**src/rtl/irq_status_gen.sv**
```systemverilog
module irq_status_gen #(
  parameter int TICKS_PER_UNIT = 1250
) (
  input  logic        clk,
  input  logic        rst_n,
  input  logic [31:0] evt_i,
  input  logic        bus_we,
  input  logic [1:0]  bus_addr,
  input  logic [31:0] bus_wdata,
  output logic [31:0] bus_rdata,
  output logic        irq_o,
  output logic        irq_oe
);
  localparam logic [31:0] IMPL = 32'h832C_6798;
  localparam int TW = $clog2(TICKS_PER_UNIT + 1);
  localparam int CW = TW + 8;

  logic [31:0]   status, enable;
  logic [7:0]    cfg_gap;
  logic          cfg_en, cfg_pol, cfg_pp;
  logic          irq_q;
  logic [CW-1:0] deas_cnt;

  wire wr_sts = bus_we && bus_addr == 2'd0;
  wire wr_en  = bus_we && bus_addr == 2'd1;
  wire wr_cfg = bus_we && bus_addr == 2'd2;

  wire          deas_run = |deas_cnt;
  wire          pending  = |(status & enable);
  wire          irq_d    = cfg_en && pending && !deas_run;
  wire [31:0]   sts_set  = (evt_i & IMPL) | {wr_en && bus_wdata[31], 31'b0};
  wire [31:0]   sts_clr  = wr_sts ? bus_wdata : 32'b0;
  wire [CW-1:0] gap_load = CW'(cfg_gap) * CW'(TICKS_PER_UNIT);

  always_ff @(posedge clk or negedge rst_n) begin
    if (!rst_n) begin
      status  <= '0;
      enable  <= '0;
      cfg_gap <= '0;
      cfg_en  <= 1'b0;
      cfg_pol <= 1'b0;
      cfg_pp  <= 1'b0;
    end else begin
      status <= (status & ~sts_clr) | sts_set;
      if (wr_en) enable <= bus_wdata & IMPL;
      if (wr_cfg) begin
        cfg_gap <= bus_wdata[31:24];
        cfg_en  <= bus_wdata[8];
        cfg_pol <= bus_wdata[4];
        cfg_pp  <= bus_wdata[0];
      end
    end
  end

  always_ff @(posedge clk or negedge rst_n) begin
    if (!rst_n) begin
      irq_q    <= 1'b0;
      deas_cnt <= '0;
    end else begin
      irq_q <= irq_d;
      if (wr_cfg && bus_wdata[14])
        deas_cnt <= '0;
      else if (irq_q && !irq_d && cfg_gap != 8'd0)
        deas_cnt <= gap_load;
      else if (deas_run)
        deas_cnt <= deas_cnt - 1'b1;
    end
  end

  always_comb begin
    case (bus_addr)
      2'd0:    bus_rdata = status;
      2'd1:    bus_rdata = enable;
      2'd2:    bus_rdata = {cfg_gap, 10'b0, deas_run, irq_q, 3'b0, cfg_en,
                            3'b0, cfg_pol, 3'b0, cfg_pp};
      default: bus_rdata = '0;
    endcase
  end

  assign irq_o  = irq_q ? cfg_pol : !cfg_pol;
  assign irq_oe = cfg_pp || irq_q;
endmodule


```
**config.mk**
```make
export PLATFORM = sky130hd
export DESIGN_NAME = irq_status_gen
export DESIGN_NICKNAME = d
export VERILOG_FILES = /design/src/rtl/irq_status_gen.sv
export SDC_FILE = /design/constraint.sdc
export NUM_CORES = 1
export LEC_CHECK = 0
export BUFFER_PORTS_ARGS = -buffer_cell sky130_fd_sc_hd__buf_2
export CAP_MARGIN = 20
export CORE_MARGIN = 4
export CORE_UTILIZATION = 56
export CTS_CLUSTER_DIAMETER = 120
export CTS_CLUSTER_SIZE = 24
export DETAILED_ROUTE_END_ITERATION = 16
export PLACE_DENSITY = 0.84
export SKIP_CTS_REPAIR_TIMING = 1
export SYNTH_ARGS = -nofsm -noshare
export SYNTH_HDL_FRONTEND = slang
export SYNTH_SLANG_ARGS = --single-unit
export TNS_END_PERCENT = 100
```
**constraint.sdc**
```tcl
create_clock -name clk -period 4.5 [get_ports clk]
set_input_delay 0.9 -clock clk [delete_from_list [all_inputs] [get_ports clk]]
set_output_delay 0.9 -clock clk [all_outputs]
set_load 0.01 [all_outputs]
```
==> results of run 1 <==
==> synthesized netlist by cell type (all sizes together), types with 4 or more instances <==
master / number
a21boi: 18
mux2: 26
o31ai: 6
xnor2: 23
buf: 6
a22oi: 5
clkbuf: 13
nand2: 32
or2: 5
nor4: 6
o21ai: 10
a21o: 17
a21oi: 12
fa: 12
nor2: 54
ha: 44
dfrtp: 77
inv: 32
nand4: 4
and2: 12
nor3: 9
mux2i: 31
nand3: 6
==> kinds of logic after synthesis <==
kind of cell,Yosys count
and+or+nand+nor,142
DFF,77
buffers and inverters,51
AOI/OAI and AO/OA,81
adders and majority gates,56
xor gates and xnor gates,25
muxes,57
==> through the flow <==
| step | power, mW | utilization [%] | hold slack, ps | setup slack [ps] |
|---|---|---|---|---|
| finish | 3.339 | 65.48 | 511.3 | 382.5 |
| global route | 3.669 | 65.48 | 536.1 | 197.1 |
| CTS | 3.346 | 65.48 | 511.7 | 430.5 |
| detailed placement | 2.835 | 63.41 | 492.0 | 448.3 |
| global placement | 2.744 | 63.41 | 486.4 | 612.4 |
| floorplan | 2.415 | - | 471.0 | 929.1 |
==> final timing paths <==
kind / from / end / slack (ps)
worst min-delay path: status[24]$_DFF_PN0_ / status[24]$_DFF_PN0_ / 510
min in group asynchronous: rst_n / status[0]$_DFF_PN0_ / 670
max in group asynchronous: rst_n / deas_cnt[13]$_DFFE_PN0P_ / 3200
worst max register to register: cfg_gap[2]$_DFFE_PN0P_ / deas_cnt[18]$_DFFE_PN0P_ / 380
worst min register to register: status[24]$_DFF_PN0_ / status[24]$_DFF_PN0_ / 510
worst max-delay path: cfg_gap[2]$_DFFE_PN0P_ / deas_cnt[18]$_DFFE_PN0P_ / 380
==> state kept, by name, summed over array words and instances, names as in the netlist <==
register	flops
cfg_en	1
cfg_gap	8
cfg_pol	1
deas_cnt	19
status	32
irq_q	1
enable	14
cfg_pp	1
==> power by group <==
part           switching (mW)  internal, mW  total (mW)
combinational           0.996         0.882        1.88
clock                   0.284         0.207       0.491
sequential              0.161         0.809       0.970
==> layout make-up <==
class	count	area (sq um)	area share, %
timing repair buffer	91	475.5	8.326
inverter	32	120.1	2.103
sequential	77	1927	33.74
clock inverter	7	56.30	0.9860
tap	108	135.1	2.366
multi-input combinational	361	2873	50.31
clock buffer	9	123.9	2.169
==> layer usage <==
layer	vias to the layer above	wire [um]	GRT usage, %
met3	18	552	5.142
met2	93	5636	37.84
met5	-	0	0
met4	0	200	7.164
met1	1915	4794	28.71
li1	1852	-	-
==> placed cells by master, fill, tap and decap left out, types with 2 or more instances in the layout <==
master and count:
buf_2 83, dfrtp_1 77, nor2_1 54, ha_1 44, inv_1 32, nand2_1 32, mux2i_1 31, xnor2_1 23
a21boi_0 18, a21o_1 17, mux2_2 17, a21oi_1 12, fa_1 12, and2_1 11, o21ai_0 9, mux2_1 9
clkbuf_8 9, buf_4 8, nor3_1 7, nand3_1 6, o31ai_1 6, nor4_1 5, a22oi_1 5, or2_2 5
nand4_1 4, and3_1 3, o211ai_1 3, inv_6 3, nor2b_1 2, nand3b_1 2, a211oi_1 2, or4_1 2
nor3_2 2, xor2_1 2, clkinv_4 2
==> out/results.ini, run 1 <==
[synth]
synth_mux_area_share_pct = 12.04
synth_flop_cell = dfrtp_1
synthXorXnorAreaFrac_pct = 4.373
synth-compound-area-share_pct = 11.29
synth_top_area_share_pct = 38.48
netlist_top_cells_area = dfrtp_1 (38%), ha_1 (11%), mux2i_1 (6.2%)
synth_edf_count = 0
synth_area_sq_um = 5007
syn_nets = 614
synth_top_family_by_area = adder cells
ys_warn_count = 0
synth.yosys.seq_area_share_pct = 38.48
async_flop_share_pct = 100.0
synth_cells = 489
syn_avg_cell_area_sq_um = 10.24
synth_fa_ha_area_share_pct = 15.79
ys_seq_elements = 77
synth_top_area_cell = dfrtp_1
ys_types = 51
synth-simple-area-share_pct = 13.87

[worst_setup_path]
cp_top_family = adder cells
critical_path_arrival_ps = 4360
cp-start-kind = flop
cp_slowest_cell = fa_1
path_class = flop to flop
cp_num_cells = 14
crit_buf_inv = 3
cpPeakStageDelay_ps = 600
critPathRequiredTime_ps = 4740
reg2regPathDepth = 14
crit_fanout = 8
crit_chain = inv_1 -> ha_1 -> ha_1 -> inv_1 -> fa_1 -> fa_1 -> inv_1 -> ha_1 -> a211oi_1 -> o21ai_1 -> a31oi_1 -> a21oi_1 -> nor2_1 -> a211oi_2
worstSetupEndpointType = flop

[clock_network]
clock-root-buffer = clkbuf_8
cts_tree = done
worstSkewPairLatency_ps = 370
cts.sinks = 77
cts_inserted_buffers = 9
clkSlewWorstSetupHoldPaths_ps = 90
cts_buffer_depth = 2
ctsHtreeMaxLevel = 3

[timing]
layout_min_cycle_time_ps = 4118
finClkSkew_ps = 9.927
hold_violations = 0
max_freq_mhz = 242.9
rsz0062_at_grt = false
tightest_slew_ps = 1020
drv_slew = 0
slew_headroom_pct = 31.97
setup_viol_count_final = 0
fin_crit_sh_pct = 91.50
tns_ps = 0

[drt]
via_count = 3878
ant_nets = 0
drtIter0Drc = 158
drt_pre_antenna_iters = 5
drc = 0
wl_per_cell_um = 16.33
drt-vias-per-instance = 5.661
wl_um = 11190

[power]
powerDensity_nw_per_um2 = 584.7
ir_drop_uv = 344.8
leakage_nw = 2.891

[floorplan]
die-area_sq_um = 10520
die_w_um = 102.6
die_h_um = 102.6
core_sq_um = 8721
ios = 103
start_util_pct = 57.42
num_rows = 34

[grt]
grt_pass1_vias = 4056
grt_antenna_before_repair = 0
overflow = 0
track_usage_pct = 22.43
grt_max_degree = 78
grt_pass1_wl_um = 18570

[cells_and_area]
nNetsFinal = 697
area_delta_synth_final_pct = 14.04
drive_above_1_share_pct = 23.22
antennaDiodeCount = 0
fillers = 679
final_area_sq_um = 5710
fin_cells = 685

[place]
io_buffer_count = 84
post-dp-hpwl_um = 8332
place.gp.congestion = 0.8480
dpl_cell_area_sq_um = 5530
post-place-cells = 669

[min_path]
hold_class = flop to flop
hold_path_depth = 1

[job]
drv_cap = 0

[run_status]
status = finished clean

(Power assumes the default switching activity.)
==> run 2, diff against run 1 <==
--- a/config.mk
+++ b/config.mk
@@ -5,8 +5,10 @@
 export SDC_FILE = /design/constraint.sdc
 export NUM_CORES = 1
 export LEC_CHECK = 0
+export ABC_AREA = 1
 export BUFFER_PORTS_ARGS = -buffer_cell sky130_fd_sc_hd__buf_2
 export CAP_MARGIN = 20
+export CORE_ASPECT_RATIO = 0.75
 export CORE_MARGIN = 4
 export CORE_UTILIZATION = 56
 export CTS_CLUSTER_DIAMETER = 120
==> run 2 against run 1 <==
Compared with the run above: design area rose by 8.7%; routed wire length rose by 22%; worst hold slack lost 42 ps; utilization grew 2.0 points; non-clock buffer count shrank 4; largest cell class unchanged.
==> out/results.ini, run 2 <==
[clock_network]
clkSlewWorstSetupHoldPaths_ps = 60  ; was 90 ps
worstSkewPairLatency_ps = 350  ; was 370 ps
cts_inserted_buffers = 9  ; unchanged
cts.sinks = 77  ; unchanged
cts_buffer_depth = 2  ; unchanged
ctsHtreeMaxLevel = 3  ; unchanged
cts_tree = done  ; unchanged
clock-root-buffer = clkbuf_16  ; was clkbuf_8

[power]
leakage_nw = 3.542  ; was 2.891 nW
ir_drop_uv = 327.4  ; was 344.8 uV
powerDensity_nw_per_um2 = 528.7  ; was 584.7 nW/um^2

[worst_setup_path]
critPathRequiredTime_ps = 4730  ; was 4740 ps
cpPeakStageDelay_ps = 580  ; was 600 ps
path_common_cell = nand2_1
crit_fanout = 7  ; was 8
crit_chain = inv_1 -> ha_1 -> ha_1 -> inv_1 -> fa_1 -> fa_1 -> fa_1 -> inv_1 -> nand2_1 -> nand2_1 -> nand2_1 -> o21ai_0 -> xnor2_1 -> nand2_1 -> nand2_1 -> nor2_2  ; was inv_1 -> ha_1 -> ha_1 -> inv_1 -> fa_1 -> fa_1 -> inv_1 -> ha_1 -> a211oi_1 -> o21ai_1 -> a31oi_1 -> a21oi_1 -> nor2_1 -> a211oi_2
path_class = flop to flop  ; unchanged
worstSetupEndpointType = flop  ; unchanged
critical_path_arrival_ps = 4140  ; was 4360 ps
cp-start-kind = flop  ; unchanged
cp_slowest_cell = dfrtp_1  ; was fa_1

[synth]
syn_avg_cell_area_sq_um = 7.659  ; was 10.24 sq um
synth_area_sq_um = 5361  ; was 5007 sq um
synth_flop_cell = dfrtp_1  ; unchanged
synth-simple-area-share_pct = 25.69  ; was 13.87%
async_flop_share_pct = 100.0  ; unchanged
ys_warn_count = 0  ; unchanged
ys_seq_elements = 77  ; unchanged
ys_types = 39  ; was 51
synth_top_area_share_pct = 35.94  ; was 38.48%
synth_edf_count = 0  ; unchanged
synth_top_area_cell = dfrtp_1  ; unchanged
synth.most_common_cell = nand2_1  ; was dfrtp_1
synth_commonest_cells = nand2_1 (182), inv_1 (130), dfrtp_1 (77)  ; was dfrtp_1 (77), nor2_1 (54), ha_1 (44)
synth_cells = 700  ; was 489
synth_top_family_by_area = simple AND/OR/NAND/NOR gates  ; was adder cells
netlist_top_cells_area = dfrtp_1 (36%), nand2_1 (13%), ha_1 (10%)  ; was dfrtp_1 (38%), ha_1 (11%), mux2i_1 (6.2%)
synth_mux_area_share_pct = 0  ; was 12.04%
syn_nets = 825  ; was 614
synthXorXnorAreaFrac_pct = 3.431  ; was 4.373%
synth.yosys.seq_area_share_pct = 35.94  ; was 38.48%
synth-compound-area-share_pct = 9.498  ; was 11.29%
synth_fa_ha_area_share_pct = 14.75  ; was 15.79%

[timing]
tightest_slew_ps = 997.3  ; was 1020 ps
setup_ws_ps = 581.2  ; was 382.5 ps
fin_crit_sh_pct = 87.08  ; was 91.50%
max_freq_mhz = 255.2  ; was 242.9 MHz
hold_violations = 0  ; unchanged
holdWs_ps = 469.7  ; was 511.3 ps
rsz0062_at_grt = false  ; unchanged
layout_min_cycle_time_ps = 3919  ; was 4118 ps
tns_ps = 0  ; unchanged
setup_viol_count_final = 0  ; unchanged
finClkSkew_ps = 8.383  ; was 9.927 ps
slew_headroom_pct = 33.51  ; was 31.97%
drv_slew = 0  ; unchanged

[drt]
drt-vias-per-instance = 5.289  ; was 5.661
wl_per_cell_um = 14.91  ; was 16.33 um
wl_um = 13670  ; was 11190 um
via_count = 4850  ; was 3878
ant_nets = 0  ; unchanged
drc = 0  ; unchanged
drtIter0Drc = 410  ; was 158
drt_pre_antenna_iters = 6  ; was 5

[cells_and_area]
area_delta_synth_final_pct = 15.73  ; was 14.04%
drive_above_1_share_pct = 16.60  ; was 23.22%
antennaDiodeCount = 0  ; unchanged
reg.largest.list = status x32, deas_cnt x19, enable x14  ; unchanged
final_cell_mix = nand2_1 (182), inv_1 (130), buf_2 (83), dfrtp_1 (77), nor2_1 (57)  ; was buf_2 (83), dfrtp_1 (77), nor2_1 (54), ha_1 (44)
layout.cells.most_common = nand2_1  ; was buf_2
fin_cells = 917  ; was 685
largest_register = status  ; unchanged
largest_register_ff_count = 32  ; unchanged
final_util_pct = 67.47  ; was 65.48%
nNetsFinal = 909  ; was 697

[place]
post-dp-hpwl_um = 10180  ; was 8332 um
dp_slack_ps = 642.9  ; was 448.3 ps
io_buffer_count = 84  ; unchanged
post-place-cells = 901  ; was 669
place.gp.congestion = 0.8647  ; was 0.8480

[grt]
grt_pass1_vias = 4784  ; was 4056
grt_max_degree = 78  ; unchanged
grt_antenna_before_repair = 0  ; unchanged
overflow = 0  ; unchanged
grt_pass1_wl_um = 22600  ; was 18570 um
track_usage_pct = 25.12  ; was 22.43%

[floorplan]
core_sq_um = 9196  ; was 8721 sq um
start_util_pct = 58.30  ; was 57.42%
die_w_um = 121.0  ; was 102.6 um
die-area_sq_um = 11220  ; was 10520 sq um
num_rows = 30  ; was 34
ios = 103  ; unchanged
die_h_um = 92.74  ; was 102.6 um

[job]
drv_cap = 0  ; unchanged

[min_path]
hold_class = flop to flop  ; unchanged

[run_status]
status = finished clean  ; unchanged

==> run 2: worst max-delay path: cells and delay by family (launching register included) <==
family | cells | cell delay [ps]
compound gates | 1 | 210
fa+ha+maj | 5 | 2130
xor+xnor | 1 | 170
flops | 1 | 580
simple gates | 6 | 420
buf+inv | 3 | 290
==> run 2: where the power goes <==
part / total (mW) / switching, mW / internal (mW)
logic: 1.56 / 0.960 / 0.605
clock network: 0.794 / 0.306 / 0.487
registers: 0.922 / 0.122 / 0.800
==> run 2: layout make-up <==
cell class	count	area, sq um
clock buffer	9	225.2
tap	128	160.2
multi-input combinational	479	2861
clock inverter	7	97.59
inverter	130	488.0
timing repair buffer	87	445.4
sequential	77	1927
fill	738	2992
==> run 2: logic make-up after synthesis <==
logic type,after synthesis
AND/OR/NAND/NOR,315
buffers and inverters,144
AO/OA/AOI/OAI,87
flip-flops,77
adder cells (fa/ha/maj),56
XOR/XNOR,21
==> run 2: path summary, 6_finish.rpt <==
check                                      endpoint  slack [ps]                   start  depth (start not counted)
min in group asynchronous    cfg_gap[6]$_DFFE_PN0P_         690                   rst_n                          1
hold / removal                 status[16]$_DFF_PN0_         470    status[16]$_DFF_PN0_                          2
setup / recovery           deas_cnt[13]$_DFFE_PN0P_         580  cfg_gap[2]$_DFFE_PN0P_                         16
max in group asynchronous  deas_cnt[10]$_DFFE_PN0P_        3140                   rst_n                          1
hold reg to reg                status[16]$_DFF_PN0_         470    status[16]$_DFF_PN0_                          2
setup reg to reg           deas_cnt[13]$_DFFE_PN0P_         580  cfg_gap[2]$_DFFE_PN0P_                         16
==> run 2: stage by stage <==
stage | power (mW) | cell area, sq um
2_1_floorplan | 2.079 | 5361
3_3_place_gp | 2.388 | 5882
3_5_place_dp | 2.454 | 5882
4_1_cts | 3.266 | 6205
5_1_grt | 3.557 | 6205
6_report | 3.280 | 6205
==> run 2: layer usage <==
metal / wire length [um] / track usage, % / vias to the layer above
met5: 0 / 0 / -
met4: 272 / 7.642 / 0
met3: 987 / 5.617 / 26
met2: 6314 / 39.71 / 192
met1: 6100 / 34.54 / 2284
li1: - / - / 2348
